### config.mk
export PLATFORM = sky130hd
export DESIGN_NAME = roi_addr_gen
export DESIGN_NICKNAME = d
export VERILOG_FILES = /design/src/rtl/roi_pkg.sv /design/src/rtl/roi_window_calc.sv /design/src/rtl/roi_stepper.sv /design/src/rtl/roi_addr_gen.sv
export SDC_FILE = /design/constraint.sdc
export NUM_CORES = 1
export LEC_CHECK = 0
export ABC_CLOCK_PERIOD_IN_PS = 3200
export BUFFER_PORTS_ARGS = -buffer_cell sky130_fd_sc_hd__buf_2
export CAP_MARGIN = 10
export CORE_MARGIN = 10
export CORE_UTILIZATION = 58
export CTS_CLUSTER_DIAMETER = 200
export DETAILED_ROUTE_END_ITERATION = 8
export GPL_TIMING_DRIVEN = 0
export PLACE_DENSITY = 0.84
export SKIP_CTS_REPAIR_TIMING = 1
export SLEW_MARGIN = 0
export SYNTH_ARGS = -nofsm -noshare
export SYNTH_HDL_FRONTEND = slang
export SYNTH_SLANG_ARGS = --single-unit
### constraint.sdc
create_clock -name clk -period 3.2 [get_ports clk]
set_input_delay 0.16 -clock clk [delete_from_list [all_inputs] [get_ports clk]]
set_output_delay 0.16 -clock clk [all_outputs]
set_load 0.01 [all_outputs]
### src/rtl/roi_pkg.sv
package roi_pkg;
  typedef enum logic {
    SCAN_IDLE = 1'b0,
    SCAN_RUN  = 1'b1
  } scan_state_e;
endpackage

### src/rtl/roi_window_calc.sv
// Turns raw window settings into first/last kernel and row bounds,
// applying clamping and edge clipping for both scan directions.
module roi_window_calc #(
  parameter int NKERN = 160,
  parameter int NROWS = 480,
  parameter int KPG   = 2,
  parameter int SW    = 8,
  parameter int RW    = 9,
  parameter int WW    = 8,
  parameter int KW    = 8
) (
  input  logic [SW-1:0] col_start,
  input  logic [RW-1:0] row_start,
  input  logic [WW-1:0] width,
  input  logic          rev_x,
  input  logic          rev_y,
  output logic [KW-1:0] first_kern,
  output logic [KW-1:0] last_kern,
  output logic [RW-1:0] first_row,
  output logic [RW-1:0] last_row
);
  localparam int NGRP = NKERN / KPG;

  int grp_i, wid_i, fk_i, lk_i, row_i;

  always_comb begin
    grp_i = int'(col_start);
    if (grp_i > NGRP - 1) grp_i = NGRP - 1;
    wid_i = int'(width);
    if (wid_i < 1) wid_i = 1;
    row_i = int'(row_start);
    if (row_i > NROWS - 1) row_i = NROWS - 1;

    if (rev_x) begin
      // anchor on the far kernel of the start group, walk down
      fk_i = grp_i * KPG + KPG - 1;
      lk_i = fk_i - (wid_i - 1);
      if (lk_i < 0) lk_i = 0;
    end else begin
      fk_i = grp_i * KPG;
      lk_i = fk_i + (wid_i - 1);
      if (lk_i > NKERN - 1) lk_i = NKERN - 1;
    end
  end

  assign first_kern = KW'(fk_i);
  assign last_kern  = KW'(lk_i);
  assign first_row  = RW'(row_i);
  assign last_row   = rev_y ? '0 : RW'(NROWS - 1);
endmodule

### src/rtl/roi_stepper.sv
// One scan axis: holds bounds and direction, steps by one, can rewind.
module roi_stepper #(
  parameter int W = 8
) (
  input  logic         clk,
  input  logic         rst_n,
  input  logic         load,
  input  logic [W-1:0] load_first,
  input  logic [W-1:0] load_last,
  input  logic         load_down,
  input  logic         rewind,
  input  logic         step,
  output logic [W-1:0] value,
  output logic         at_last
);
  logic [W-1:0] first_q, last_q;
  logic         down_q;

  always_ff @(posedge clk or negedge rst_n) begin
    if (!rst_n) begin
      value   <= '0;
      first_q <= '0;
      last_q  <= '0;
      down_q  <= 1'b0;
    end else if (load) begin
      value   <= load_first;
      first_q <= load_first;
      last_q  <= load_last;
      down_q  <= load_down;
    end else if (rewind) begin
      value <= first_q;
    end else if (step) begin
      value <= down_q ? value - 1'b1 : value + 1'b1;
    end
  end

  assign at_last = (value == last_q);
endmodule

### src/rtl/roi_addr_gen.sv
module roi_addr_gen #(
  parameter int COLS      = 640,
  parameter int ROWS      = 480,
  parameter int GROUP_PIX = 8,
  parameter int KERN_PIX  = 4,
  parameter int XSTART_W  = 8,
  parameter int WIDTH_W   = 8,
  localparam int NGRP  = COLS / GROUP_PIX,
  localparam int NKERN = COLS / KERN_PIX,
  localparam int KPG   = GROUP_PIX / KERN_PIX,
  localparam int CW    = $clog2(NGRP),
  localparam int KW    = $clog2(NKERN),
  localparam int RW    = $clog2(ROWS),
  localparam int PW    = (KPG > 1) ? $clog2(KPG) : 1
) (
  input  logic                clk,
  input  logic                rst_n,
  input  logic                frame_start,
  input  logic [XSTART_W-1:0] cfg_col_start,
  input  logic [RW-1:0]       cfg_row_start,
  input  logic [WIDTH_W-1:0]  cfg_width_kern,
  input  logic                cfg_rev_x,
  input  logic                cfg_rev_y,
  input  logic                out_ready,
  output logic                out_valid,
  output logic [CW-1:0]       out_col,
  output logic [PW-1:0]       out_phase,
  output logic [RW-1:0]       out_row,
  output logic                out_eol,
  output logic                out_eof,
  output logic                busy
);
  import roi_pkg::*;

  scan_state_e state_q;
  logic [KW-1:0] win_fk, win_lk, kern;
  logic [RW-1:0] win_fr, win_lr;
  logic x_last, y_last, accept, fire;

  roi_window_calc #(
    .NKERN(NKERN), .NROWS(ROWS), .KPG(KPG),
    .SW(XSTART_W), .RW(RW), .WW(WIDTH_W), .KW(KW)
  ) u_calc (
    .col_start (cfg_col_start),
    .row_start (cfg_row_start),
    .width     (cfg_width_kern),
    .rev_x     (cfg_rev_x),
    .rev_y     (cfg_rev_y),
    .first_kern(win_fk),
    .last_kern (win_lk),
    .first_row (win_fr),
    .last_row  (win_lr)
  );

  assign accept = frame_start && (state_q == SCAN_IDLE);
  assign fire   = out_valid && out_ready;

  roi_stepper #(.W(KW)) u_xstep (
    .clk       (clk),
    .rst_n     (rst_n),
    .load      (accept),
    .load_first(win_fk),
    .load_last (win_lk),
    .load_down (cfg_rev_x),
    .rewind    (fire && x_last && !y_last),
    .step      (fire && !x_last),
    .value     (kern),
    .at_last   (x_last)
  );

  roi_stepper #(.W(RW)) u_ystep (
    .clk       (clk),
    .rst_n     (rst_n),
    .load      (accept),
    .load_first(win_fr),
    .load_last (win_lr),
    .load_down (cfg_rev_y),
    .rewind    (1'b0),
    .step      (fire && x_last && !y_last),
    .value     (out_row),
    .at_last   (y_last)
  );

  always_ff @(posedge clk or negedge rst_n) begin
    if (!rst_n) begin
      state_q <= SCAN_IDLE;
    end else begin
      case (state_q)
        SCAN_IDLE: if (accept) state_q <= SCAN_RUN;
        SCAN_RUN:  if (fire && x_last && y_last) state_q <= SCAN_IDLE;
        default:   state_q <= SCAN_IDLE;
      endcase
    end
  end

  assign out_valid = (state_q == SCAN_RUN);
  assign busy      = (state_q == SCAN_RUN);
  assign out_col   = CW'(kern / KW'(KPG));

  generate
    if (KPG > 1) begin : g_phase
      assign out_phase = PW'(kern % KW'(KPG));
    end else begin : g_nophase
      assign out_phase = '0;
    end
  endgenerate

  assign out_eol = out_valid && x_last;
  assign out_eof = out_valid && x_last && y_last;
endmodule

=== Word-level counts from Yosys, hierarchy flattened ===
Cells that the tools add are included.

* Bits in registers: 45
* Output and inout bits: 21
* Logic and storage cells: 55

* Reduce and logical (&&, ||, !) cells: 12
* Add/sub/neg operators: 9
* Magnitude comparators: 5
* Bitwise operators: 1
* Eq/ne operators: 2
* Mux-type cells: 18

{| class="wikitable"
|+ Operator list
! cell !! number
|-
| $mux W8 || 10
|-
| $mux W9 || 5
|-
| $gt A32 B9 Y1 const B || 1
|-
| $lt A32 B1 Y1 const B || 1
|-
| $sub A11 B9 Y12 || 1
|-
| $add A10 B9 Y11 || 1
|-
| $sub A10 B1 Y11 const B || 1
|-
| $add A9 B2 Y10 const B || 1
|-
| $add A9 B1 Y9 const B || 1
|-
| $eq A9 B9 Y1 || 1
|-
| $gt A9 B9 Y1 const B || 1
|-
| $sub A8 B1 Y9 const B || 1
|-
| $sub A9 B1 Y9 const B || 1
|-
| $add A8 B1 Y8 const B || 1
|-
| $eq A8 B8 Y1 || 1
|-
| $gt A8 B7 Y1 const B || 1
|-
| $logic_and A1 B1 Y1 || 8
|-
| $lt A8 B1 Y1 const B || 1
|-
| $sub A8 B1 Y8 const B || 1
|-
| $reduce_bool A3 Y1 || 1
|-
| $logic_not A1 Y1 || 2
|-
| $mux W1 || 2
|-
| $pmux W1 S2 || 1
|-
| $reduce_bool A2 Y1 || 1
|-
| $not A1 Y1 || 1
|}

=== Logic depth before layout (Yosys ltp) ===
* Depth in word-level cells: 8
* Mapped depth: 16
* Mapped depth without buffers: 15

=== By module ===
Synthesis repeated with hierarchy kept, for this count alone.

* Cells, all modules: 509
* Area total of the unflattened synthesis: 4475.5 um^2

{| class="wikitable"
|+ Modules (own cells, without submodules)
! module !! area each (um^2) !! instances !! cells each
|-
| roi_stepper (u_ystep) || 1622.8 || 1 || 169
|-
| roi_stepper (u_xstep) || 1522.7 || 1 || 154
|-
| roi_window_calc || 1239.9 || 1 || 175
|-
| roi_addr_gen || 90.1 || 1 || 11
|}

=== Worst setup path after synthesis ===
No wires, ideal clock.

* Kind: input to register
* Start: input cfg_width_kern[5]
* End: register u_xstep.last_q[6]
* Data arrival time: 3749 ps
* Stages: 15
* Library setup time: 126 ps
* Setup slack: -675 ps
* Cells stage by stage: or4_4 > or3_1 > o21bai_1 > inv_1 > ha_1 > inv_1 > ha_1 > fa_1 > a21oi_1 > nor2_1 > or2_2 > a31o_2 > a311oi_4 > a31oi_4 > a221o_1

* Word-level cells in the longest chain between the ends: 7

{| class="wikitable"
|+ Ends and longest elaborated chain
! element !! RTL line !! source
|-
| from (decl) || roi_addr_gen.sv:21 || <nowiki>input logic [WIDTH_W-1:0] cfg_width_kern,</nowiki>
|-
| $lt A8 B1 Y1 || roi_window_calc.sv:30 || <nowiki>if (wid_i < 1) wid_i = 1;</nowiki>
|-
| $mux W8 * || roi_window_calc.sv:30 ||
|-
| $sub A8 B1 Y9 * || roi_window_calc.sv:37, roi_window_calc.sv:41 ||
|-
| $sub A11 B9 Y12 or $add A10 B9 Y11 (tied branches) || roi_window_calc.sv:37, roi_window_calc.sv:41 ||
|-
| $lt A32 B1 Y1 or $gt A32 B9 Y1 (tied branches) || roi_window_calc.sv:38, roi_window_calc.sv:42 ||
|-
| $mux W8 (on tied branches) || roi_window_calc.sv:38, roi_window_calc.sv:42 ||
|-
| $mux W8 * || roi_window_calc.sv:34 || <nowiki>if (rev_x) begin</nowiki>
|-
| to (signal assigned) || roi_stepper.sv:28 || <nowiki>last_q <= load_last;</nowiki>
|-
| to (decl) || roi_stepper.sv:16 || <nowiki>logic [W-1:0] first_q, last_q;</nowiki>
|}

Mark *: on every way between the ends. The rest lies on a longest branch, timed or not.
A chain may end at the register's enable or synchronous reset.

=== Worst setup path in the final report ===
Ends and elaborated chain as after synthesis.

==> metrics.cfg <==
[critical_path]
crit_slowest_cell=or4_4
crit_buf_inv=3
cp-startpoint=cfg_width_kern[5]
r2r-start=u_xstep.first_q[0]
end_kind=flop
path_cells=buf_8 -> or4_4 -> or3_4 -> o21bai_4 -> inv_2 -> ha_4 -> inv_1 -> ha_4 -> fa_2 -> a21o_1 -> a211oi_1 -> or4_1 -> nand4_1 -> a311oi_4 -> a31oi_4 -> a221o_1
cpPeakStageDelay_ps=550
critical_path_class=in -> reg
cp.arrival_ps=3820
cp_common_cell=ha_4
critPathTopFamily=compound AO/OA/AOI/OAI gates
worstPathRequired_ps=3380
cp-start-kind=input port
critPathMaxFanout=8

[pwr]
powerDensity_nw_per_um2=633
vdd_drop_max_v=0.000377
leakage_nw=1.85
p_total_mw=2.54

[logic_synthesis]
synth_enable_flop_cells=0
ys_seq_area_share_pct=26.1
synth_top_area_cell=dfrtp_1
synth_ff_type=dfrtp_1
synth-seq-cells=36
synth_cells=412
ys_types=61
syn_area_per_cell_um2=8.37
synthArstFlopShare_pct=100
synth.area.top_cells=dfrtp_1, ha_1, xnor2_1, a21oi_1, nor2_1
synth_top_area_share_pct=26.1
ys_warn_count=0
syn_area_um2=3450

[timing]
final-hold-violation-count=36
final-max-slew-violation-count=0
setup-tns-final_ps=-3320
max_slew_margin_pct=45.6
tightest_slew_ps=816
fin_crit_sh_pct=114
hold_ws_ps=-39.4
rsz0062_at_grt=true
setup_viol=8
fmaxAchievable_ghz=0.275
skew_ps=10.1
worst_slack_ps=-435
layout_min_cycle_time_ps=3640

[finish]
fin_util_pct=68.7
layout.cells.non_filler=548
areaGrowthSynthToFinish_pct=16.5
drive_above_1_share_pct=20.1
finalNetCount=540
num_antenna_cells=0

[clock_tree]
clk_latency_ps=300
clockBufferDepth=2
clock_sinks=36
cts_tree=done
path_clk_slew_ps=70
htree_levels=2
clock-root-buffer=clkbuf_8
cts_inserted_buffers=5

[route]
wl_per_cell_um=16.1
dr.pass1.iters=4
drtIter0Drc=174
routed_wl_mm=8.82
via_count=3245
ant_nets=0
remaining_drc_errors=0
viasPerCell=5.92

[outcome]
violations=negative hold slack, negative setup slack
status=finished with violations

[flow_run]
maxCapViolations=0

[global_routing]
antenna_found_initial=0
grt_pass1_wl_mm=14.8
grt_pass1_vias=3165
grt_usage_pct=18.1
gr-total-overflow=0
grt_max_degree=37

[floorplan]
die_w_um=97.1
die_h_um=97.1
initial_core_util_pct=59.0
num_io_pins=52
dieArea_um2=9430
num_rows=28
design.core.area_um2=5850

[hold_path]
worstHoldPathType=in -> async

[placed_design]
port-buffer-count=51
place_inst=539
dp_hpwl_mm=6.93
gp_congestion=0.899

==> synth_stat cells (2+ instances only) <==
master	instances
a2111oi_0	4
a211oi_1	4
a21o_1	14
a21oi_1	27
a221o_1	3
a221oi_1	3
a22oi_1	2
a31o_2	2
a31oi_1	5
and2_1	4
and3_1	4
and4b_1	2
buf_2	4
clkbuf_1	11
conb_1	2
dfrtp_1	36
fa_1	3
ha_1	33
inv_1	33
nand2_1	28
nand2b_1	5
nand3_1	5
nand3b_1	3
nand4_1	5
nor2_1	35
nor2b_1	6
nor3_1	16
nor4_1	3
o211ai_1	6
o21a_1	5
o21ai_0	24
o21bai_1	6
o31ai_1	5
or2_2	4
or3_1	2
or4_1	2
xnor2_1	27
xor2_1	6
==> routing by layer <==
layer / track usage (%) / part of all wire, %
met3: 3.13 / 5.9
met1: 22.1 / 44
met4: 6.47 / 1.4
met2: 31.2 / 49
met5: 0 / 0
==> flip-flops by register name, summed over array words and instances (netlist names) <==
signal and cells:
u_ystep.down_q 1, u_ystep.last_q 1, busy 1, u_xstep.last_q 8, u_xstep.first_q 8, u_ystep.value 9
u_xstep.value 8
==> worst reg2reg max path: cells and delay by family, from the launching register on <==
| kind | cells | cell delay, ps |
|---|---|---|
| compound gates | 6 | 1610 |
| fa+ha+maj | 1 | 300 |
| flops | 1 | 540 |
| simple gates | 1 | 140 |
==> stage by stage <==
step	cell area, µm²	setup WS [ps]
floorplan	3470	-608
global placement	3820	-1080
detailed placement	3820	-1100
CTS	3900	-790
global route	4020	-572
finish	4020	-435
==> path summary, 6_finish.rpt <==
check	slack (ps)	endpoint	depth (start not counted)
max in group asynchronous	2730	u_xstep.first_q[2]	1
max	-440	u_xstep.last_q[6]	16
min reg2reg	480	u_xstep.first_q[5]	1
min in group clk	40	busy	2
max reg2reg	490	u_xstep.value[7]	8
min	-40	u_xstep.first_q[0]	1
==> cell usage in the layout, fill, tap and decap left out, drive strengths merged, types with 6 or more instances in the layout <==
| cell type | n |
|---|---|
| a21o | 14 |
| o21bai | 6 |
| o211ai | 6 |
| dfrtp | 36 |
| a31oi | 6 |
| nor2 | 36 |
| inv | 34 |
| buf | 59 |
| a21oi | 27 |
| o21ai | 25 |
| clkbuf | 16 |
| nor2b | 6 |
| xor2 | 6 |
| nor3 | 16 |
| nand2 | 28 |
| xnor2 | 27 |
| ha | 33 |
| o31ai | 6 |
==> layout make-up <==
| class | count | area [µm²] |
|---|---|---|
| Buffer | 15 | 71.3 |
| Clock inverter | 1 | 5.00 |
| Multi-Input combinational cell | 327 | 2450 |
| Sequential cell | 36 | 901 |
| Clock buffer | 6 | 72.6 |
| Fill cell | 471 | 1830 |
| Timing Repair Buffer | 54 | 297 |
| Inverter | 34 | 128 |
| Tap cell | 75 | 93.8 |
==> cell families (layout without fill, tap and decap cells) <==
family | after synthesis | after routing | share of synthesized area, %
AOI/OAI and AO/OA | 124 | 124 | 25.7
xor gates and xnor gates | 33 | 33 | 8.38
adders and majority gates | 36 | 36 | 13.7
buffers and inverters | 50 | 110 | 5.69
DFF | 36 | 36 | 26.1
muxes | 2 | 2 | 0.617
other | 2 | 3 | 0.218
and+or+nand+nor | 129 | 129 | 19.6
==> report_power, final <==
group / switching, mW / internal (mW) / total, mW
registers: 0.188 / 0.595 / 0.783
logic: 0.752 / 0.697 / 1.45
clock network: 0.163 / 0.148 / 0.311
No activity file was read; power rests on OpenSTA's default activity.
